File: src/rtl/wdg_pkg.sv
package wdg_pkg;
    localparam int PCODE_W     = 4;
    localparam int PSEL_W      = 2;
    localparam int MODE_W      = 3;
    localparam int WDATA_W     = PCODE_W + PSEL_W + MODE_W;
    localparam int NUM_PCODES  = 10;
    localparam int NUM_MODES   = 6;
    localparam int BASE_SHIFT  = 2;
    localparam int MAX_LOG_PER = BASE_SHIFT + (NUM_PCODES - 1) + ((1 << PSEL_W) - 1);

    localparam logic [MODE_W-1:0] MODE_INIT   = 3'd0;
    localparam logic [MODE_W-1:0] MODE_NORMAL = 3'd1;

    typedef enum logic [1:0] {
        PH_START    = 2'd0,
        PH_RUN      = 2'd1,
        PH_PULSE    = 2'd2,
        PH_FAILSAFE = 2'd3
    } phase_e;

    typedef struct packed {
        logic [MODE_W-1:0]  mode;
        logic [PSEL_W-1:0]  psel;
        logic [PCODE_W-1:0] pcode;
    } wr_word_t;
endpackage

File: src/rtl/wdg_code_check.sv
module wdg_code_check
    import wdg_pkg::*;
(
    input  logic [PCODE_W-1:0] pcode_i,
    input  logic [MODE_W-1:0]  mode_i,
    output logic               valid_o
);
    always_comb begin
        valid_o = (int'(pcode_i) < NUM_PCODES) && (int'(mode_i) < NUM_MODES);
    end
endmodule

File: src/rtl/wdg_period_sel.sv
module wdg_period_sel
    import wdg_pkg::*;
#(
    parameter int CNT_W = 15
) (
    input  logic [PCODE_W-1:0] pcode_i,
    input  logic [PSEL_W-1:0]  psel_i,
    output logic [CNT_W-1:0]   period_o
);
    always_comb begin
        period_o = CNT_W'(1) << (BASE_SHIFT + int'(pcode_i) + int'(psel_i));
    end
endmodule

File: src/rtl/wdg_tick_div.sv
module wdg_tick_div #(
    parameter int CYC_PER_TICK = 4
) (
    input  logic clk,
    input  logic rst_n,
    input  logic clr_i,
    output logic tick_o
);
    localparam int DIV_W = (CYC_PER_TICK > 2) ? $clog2(CYC_PER_TICK) : 1;
    localparam logic [DIV_W-1:0] LAST = DIV_W'(CYC_PER_TICK - 1);

    logic [DIV_W-1:0] div_d, div_q;

    always_comb begin
        tick_o = (div_q == LAST) && !clr_i;
        if (clr_i || div_q == LAST) div_d = '0;
        else                        div_d = div_q + 1'b1;
    end

    always_ff @(posedge clk or negedge rst_n) begin
        if (!rst_n) div_q <= '0;
        else        div_q <= div_d;
    end
endmodule

File: src/rtl/wdg_window_sup.sv
module wdg_window_sup
    import wdg_pkg::*;
#(
    parameter int CYC_PER_TICK  = 4,
    parameter int STARTUP_TICKS = 256,
    parameter int RST_CYCLES    = 8
) (
    input  logic               clk,
    input  logic               rst_n,
    input  logic               wake_i,
    input  logic               wr_en_i,
    input  logic [WDATA_W-1:0] wr_data_i,
    output logic               rst_req_o,
    output logic               failsafe_o,
    output logic [MODE_W-1:0]  mode_o
);
    localparam int SU_W    = $clog2(STARTUP_TICKS + 1);
    localparam int CNT_W   = (MAX_LOG_PER + 1 > SU_W) ? MAX_LOG_PER + 1 : SU_W;
    localparam int PULSE_W = $clog2(RST_CYCLES + 1);
    localparam logic [CNT_W-1:0]   SU_LIMIT   = CNT_W'(STARTUP_TICKS);
    localparam logic [PULSE_W-1:0] PULSE_LAST = PULSE_W'(RST_CYCLES - 1);

    typedef struct packed {
        phase_e             phase;
        logic               retry;
        logic [MODE_W-1:0]  mode;
        logic [PSEL_W-1:0]  psel;
        logic [PCODE_W-1:0] pcode;
        logic [CNT_W-1:0]   elapsed;
        logic [PULSE_W-1:0] pulse_cnt;
    } state_t;

    state_t   st_d, st_q;
    wr_word_t word;
    logic     word_ok;
    logic     tick;
    logic     accept;
    logic     div_clr;
    logic [CNT_W-1:0] period;
    logic [CNT_W-1:0] elapsed_inc;

    assign word = wr_word_t'(wr_data_i);

    wdg_code_check u_check (
        .pcode_i (word.pcode),
        .mode_i  (word.mode),
        .valid_o (word_ok)
    );

    wdg_period_sel #(.CNT_W(CNT_W)) u_period (
        .pcode_i  (st_q.pcode),
        .psel_i   (st_q.psel),
        .period_o (period)
    );

    wdg_tick_div #(.CYC_PER_TICK(CYC_PER_TICK)) u_div (
        .clk    (clk),
        .rst_n  (rst_n),
        .clr_i  (div_clr),
        .tick_o (tick)
    );

    always_comb begin
        st_d        = st_q;
        accept      = 1'b0;
        elapsed_inc = st_q.elapsed + CNT_W'(tick);

        case (st_q.phase)
            PH_START: begin
                if (wr_en_i) begin
                    if (word_ok) accept = 1'b1;
                    else begin
                        st_d.phase     = PH_PULSE;
                        st_d.retry     = 1'b0;
                        st_d.mode      = MODE_INIT;
                        st_d.pulse_cnt = '0;
                    end
                end else if (elapsed_inc == SU_LIMIT) begin
                    st_d.elapsed = '0;
                    st_d.mode    = MODE_INIT;
                    if (st_q.retry) begin
                        st_d.phase = PH_FAILSAFE;
                    end else begin
                        st_d.phase     = PH_PULSE;
                        st_d.retry     = 1'b1;
                        st_d.pulse_cnt = '0;
                    end
                end else begin
                    st_d.elapsed = elapsed_inc;
                end
            end
            PH_RUN: begin
                if (wr_en_i) begin
                    if (!word_ok ||
                        (st_q.mode == MODE_NORMAL && st_q.elapsed < (period >> 1))) begin
                        st_d.phase     = PH_PULSE;
                        st_d.retry     = 1'b0;
                        st_d.mode      = MODE_INIT;
                        st_d.pulse_cnt = '0;
                    end else begin
                        accept = 1'b1;
                    end
                end else if (elapsed_inc == period) begin
                    st_d.phase     = PH_PULSE;
                    st_d.retry     = 1'b0;
                    st_d.mode      = MODE_INIT;
                    st_d.pulse_cnt = '0;
                end else begin
                    st_d.elapsed = elapsed_inc;
                end
            end
            PH_PULSE: begin
                if (st_q.pulse_cnt == PULSE_LAST) begin
                    st_d.phase   = PH_START;
                    st_d.elapsed = '0;
                end else begin
                    st_d.pulse_cnt = st_q.pulse_cnt + 1'b1;
                end
            end
            default: begin
                if (wake_i) begin
                    st_d.phase   = PH_START;
                    st_d.retry   = 1'b0;
                    st_d.elapsed = '0;
                end
            end
        endcase

        if (accept) begin
            st_d.phase   = PH_RUN;
            st_d.retry   = 1'b0;
            st_d.mode    = word.mode;
            st_d.psel    = word.psel;
            st_d.pcode   = word.pcode;
            st_d.elapsed = '0;
        end

        div_clr = accept || st_q.phase == PH_PULSE || st_q.phase == PH_FAILSAFE;
    end

    always_ff @(posedge clk or negedge rst_n) begin
        if (!rst_n) begin
            st_q.phase     <= PH_START;
            st_q.retry     <= 1'b0;
            st_q.mode      <= MODE_INIT;
            st_q.psel      <= '0;
            st_q.pcode     <= '0;
            st_q.elapsed   <= '0;
            st_q.pulse_cnt <= '0;
        end else begin
            st_q <= st_d;
        end
    end

    assign rst_req_o  = (st_q.phase == PH_PULSE);
    assign failsafe_o = (st_q.phase == PH_FAILSAFE);
    assign mode_o     = st_q.mode;
endmodule

File: config.mk
export PLATFORM = sky130hd
export DESIGN_NAME = wdg_window_sup
export DESIGN_NICKNAME = d
export VERILOG_FILES = /design/src/rtl/wdg_pkg.sv /design/src/rtl/wdg_code_check.sv /design/src/rtl/wdg_period_sel.sv /design/src/rtl/wdg_tick_div.sv /design/src/rtl/wdg_window_sup.sv
export SDC_FILE = /design/constraint.sdc
export NUM_CORES = 1
export LEC_CHECK = 0
export ABC_AREA = 1
export BUFFER_PORTS_ARGS = -buffer_cell sky130_fd_sc_hd__buf_2
export CORE_MARGIN = 3
export CORE_UTILIZATION = 62
export DETAILED_ROUTE_END_ITERATION = 16
export PLACE_DENSITY_LB_ADDON = 0.05
export SYNTH_ARGS = -nofsm -noshare
export SYNTH_HDL_FRONTEND = slang
export SYNTH_HIERARCHICAL = 1
export SYNTH_SLANG_ARGS = --single-unit
File: constraint.sdc
create_clock -name clk -period 5.54 [get_ports clk]
set_input_delay 0.277 -clock clk [delete_from_list [all_inputs] [get_ports clk]]
set_output_delay 0.277 -clock clk [all_outputs]
set_load 0.05 [all_outputs]
==> impl_metrics.py <==
metrics = {
    "critical_path": {
        "critPathLaunchType": "flip-flop",
        "crit_path_start": "st_q[20]",
        "critPathMaxStageDelay_ns": 0.63,
        "worstSetupPathType": "flip-flop to flip-flop",
        "crit_top_cell": "inv_1",
        "critPathSlowestCell": "fa_2",
        "critPathCaptureType": "flip-flop",
        "arrival_ns": 5.58,
        "path_max_fanout": 5,
        "reg2reg_from": "st_q[20]",
        "required_ns": 5.71,
    },
    "synthesis": {
        "synth_cell_types": 29,
        "ys_ff_latch": 33,
        "synth.area.top_cells": "dfrtp_1, nand2_1, ha_1",
        "synth-main-ff-cell": "dfrtp_1",
        "async_flop_share_pct": 100,
        "syn_area_per_cell_um2": 6.39,
        "synth_fp_nets": 511,
        "synth_area_leader_cell": "dfrtp_1",
        "synthesis.instances": 475,
        "yosysTopAreaCellShare_pct": 27.2,
        "syn-cell-area_um2": 3030,
        "yosysSeqAreaShare_pct": 27.2,
        "yosysWarnings": 6,
        "synth-edff-count": 0,
    },
    "power": {
        "p_leak_nw": 1.77,
        "p_per_area_nw_per_um2": 520,
        "ir_drop_mv": 0.370,
    },
    "grt": {
        "grt_max_degree": 34,
        "grt_pass1_wl_mm": 12.9,
        "grt_pass1_vias": 2754,
        "grt_usage_pct": 27.5,
        "antenna_found_initial": 0,
        "globalRouteOverflowTotal": 0,
    },
    "hold_path": {
        "worstHoldPathType": "primary input to asynchronous set/reset pin",
    },
    "die": {
        "initial_utilization_pct": 66.9,
        "core_area_um2": 4530,
        "fp.dieArea_um2": 5770,
        "io_pins": 18,
        "std_cell_rows": 24,
        "die_w_um": 76.0,
        "die_h_um": 76.0,
    },
    "clock_network": {
        "h-tree-depth": 2,
        "cts_tree": "done",
        "numCtsBuffers": 5,
        "clkSlewWorstSetupHoldPaths_ns": 0.08,
        "clockRootBuffer": "clkbuf_8",
        "clk_latency_ns": 0.29,
        "cts.sinks": 33,
        "clk_path_buf_depth": 2,
        "hold_buffers": 0,
    },
    "status": {
        "status": "complete, no violations",
    },
    "finish": {
        "layout-drive-gt1-share_pct": 17.4,
        "area_growth_pct": 15.2,
        "num-fill-cells": 341,
        "layout.cells.most_common": "nand2_1",
        "diodes": 0,
        "fin_util_pct": 77.1,
        "final_area_um2": 3490,
        "final_nets": 536,
        "layout.cells.non_filler": 565,
        "final_cell_mix": "nand2_1, inv_1, nand3_1, nor2_1, dfrtp_1",
    },
    "timing": {
        "timing.slew.headroom_pct": 21.8,
        "final.hold.worst_slack_ns": 0.0366,
        "tns_ns": 0,
        "setup_viol": 0,
        "min_period_ns": 5.41,
        "fmax_mhz": 185,
        "skew_ns": 0.0121,
        "finalMaxSlewViolations": 0,
        "period_share_pct": 97.6,
        "hold_violations": 0,
        "worst_pin_slew_ns": 1.17,
    },
    "placement": {
        "post-place-cells": 552,
        "place_congestion": 0.951,
        "place_hpwl_mm": 5.79,
        "place_area_um2": 3170,
        "port_buffers": 17,
    },
    "drt": {
        "via_per_inst": 5.80,
        "drt-total-wl_mm": 8.45,
        "postRouteAntennaNets": 0,
        "vias": 3277,
        "drtPass1Iterations": 6,
        "wl_per_cell_um": 15.0,
        "drt_iter0_markers": 471,
        "drc_errors": 0,
    },
    "flow_run": {
        "maxCapViolations": 0,
    },
}
routing by layer:
layer	wire length, um	part of all wire (%)	vias to the layer above	track usage (%)
met5	0	0	-	0
met4	444	5.3	0	11.2
met3	695	8.2	48	4.50
met2	3860	46	200	43.9
met1	3450	41	1454	37.3
li1	-	-	1575	-
cell type report:
| cell class | instances | area, um2 | share of cell area [%] |
|---|---|---|---|
| Inverter | 65 | 244 | 6.98 |
| Multi-Input combinational cell | 373 | 2130 | 61.1 |
| Clock buffer | 7 | 86.3 | 2.47 |
| Timing Repair Buffer | 22 | 123 | 3.51 |
| Tap cell | 65 | 81.3 | 2.33 |
| Sequential cell | 33 | 826 | 23.6 |
flip-flops by register name, summed over array words and instances, names as in the netlist:
| name | count |
|---|---|
| mode_o | 3 |
| st_q | 28 |
| u_div/div_q | 2 |
critical path: cells and delay by family (launching register included):
family	cells	cell delay (ns)
buffers and inverters	7	0.57
AOI/OAI and AO/OA	5	0.92
DFF	1	0.35
and+or+nand+nor	13	1.75
adders and majority gates	6	1.70
path summary, 6_finish.rpt:
| kind | cells past startpoint | end | slack [ns] |
|---|---|---|---|
| setup / recovery | 31 | st_q[29] | 0.13 |
| hold / removal | 1 | st_q[10] | 0.04 |
| setup reg to reg | 31 | st_q[29] | 0.13 |
| hold reg to reg | 1 | u_div/div_q[0] | 0.43 |
| max in group asynchronous | 1 | st_q[19] | 5.00 |
| min in group clk | 3 | mode_o[0] | 0.20 |
cells in the mapped netlist, drive strengths merged, types with 2 or more instances:
master and number:
a21oi 8, buf 5, clkbuf 2, dfrtp 33
ha 22, inv 65, mux2 6, nand2 164
nand3 55, nand3b 7, nand4 19, nor2 68
nor3 7, o21ai 5, xor2 4
metrics by stage:
step	power, mW	worst slack [ns]
after floorplan	1.15	0.420
after global placement	1.33	0.349
after detailed placement	1.36	0.199
after CTS	1.56	0.161
after global routing	1.95	-0.152
final	1.82	0.133
power breakdown:
part           internal, mW  leakage (nW)  total (mW)  switching [mW]
Clock                0.0986        0.0443       0.186          0.0878
Sequential            0.299         0.439       0.354          0.0548
Combinational         0.405          1.29        1.28           0.873
Total                 0.802          1.77        1.82            1.02
what timing repair did:
action	CTS	global route
buffers inserted	0	3
resized for setup	0	40
endpoints found under the hold margin	0	0
endpoints found under the setup margin	0	25
kinds of logic after synthesis:
kind of cell               after synthesis  synth area share (%)
muxes                                    6                  2.23
xor gates and xnor gates                 4                  1.15
DFF                                     33                  27.2
and+or+nand+nor                        321                  47.0
AOI/OAI and AO/OA                       16                  3.09
adders and majority gates               23                  9.73
buffers and inverters                   72                  9.57
No activity file was read; power rests on OpenSTA's default activity.
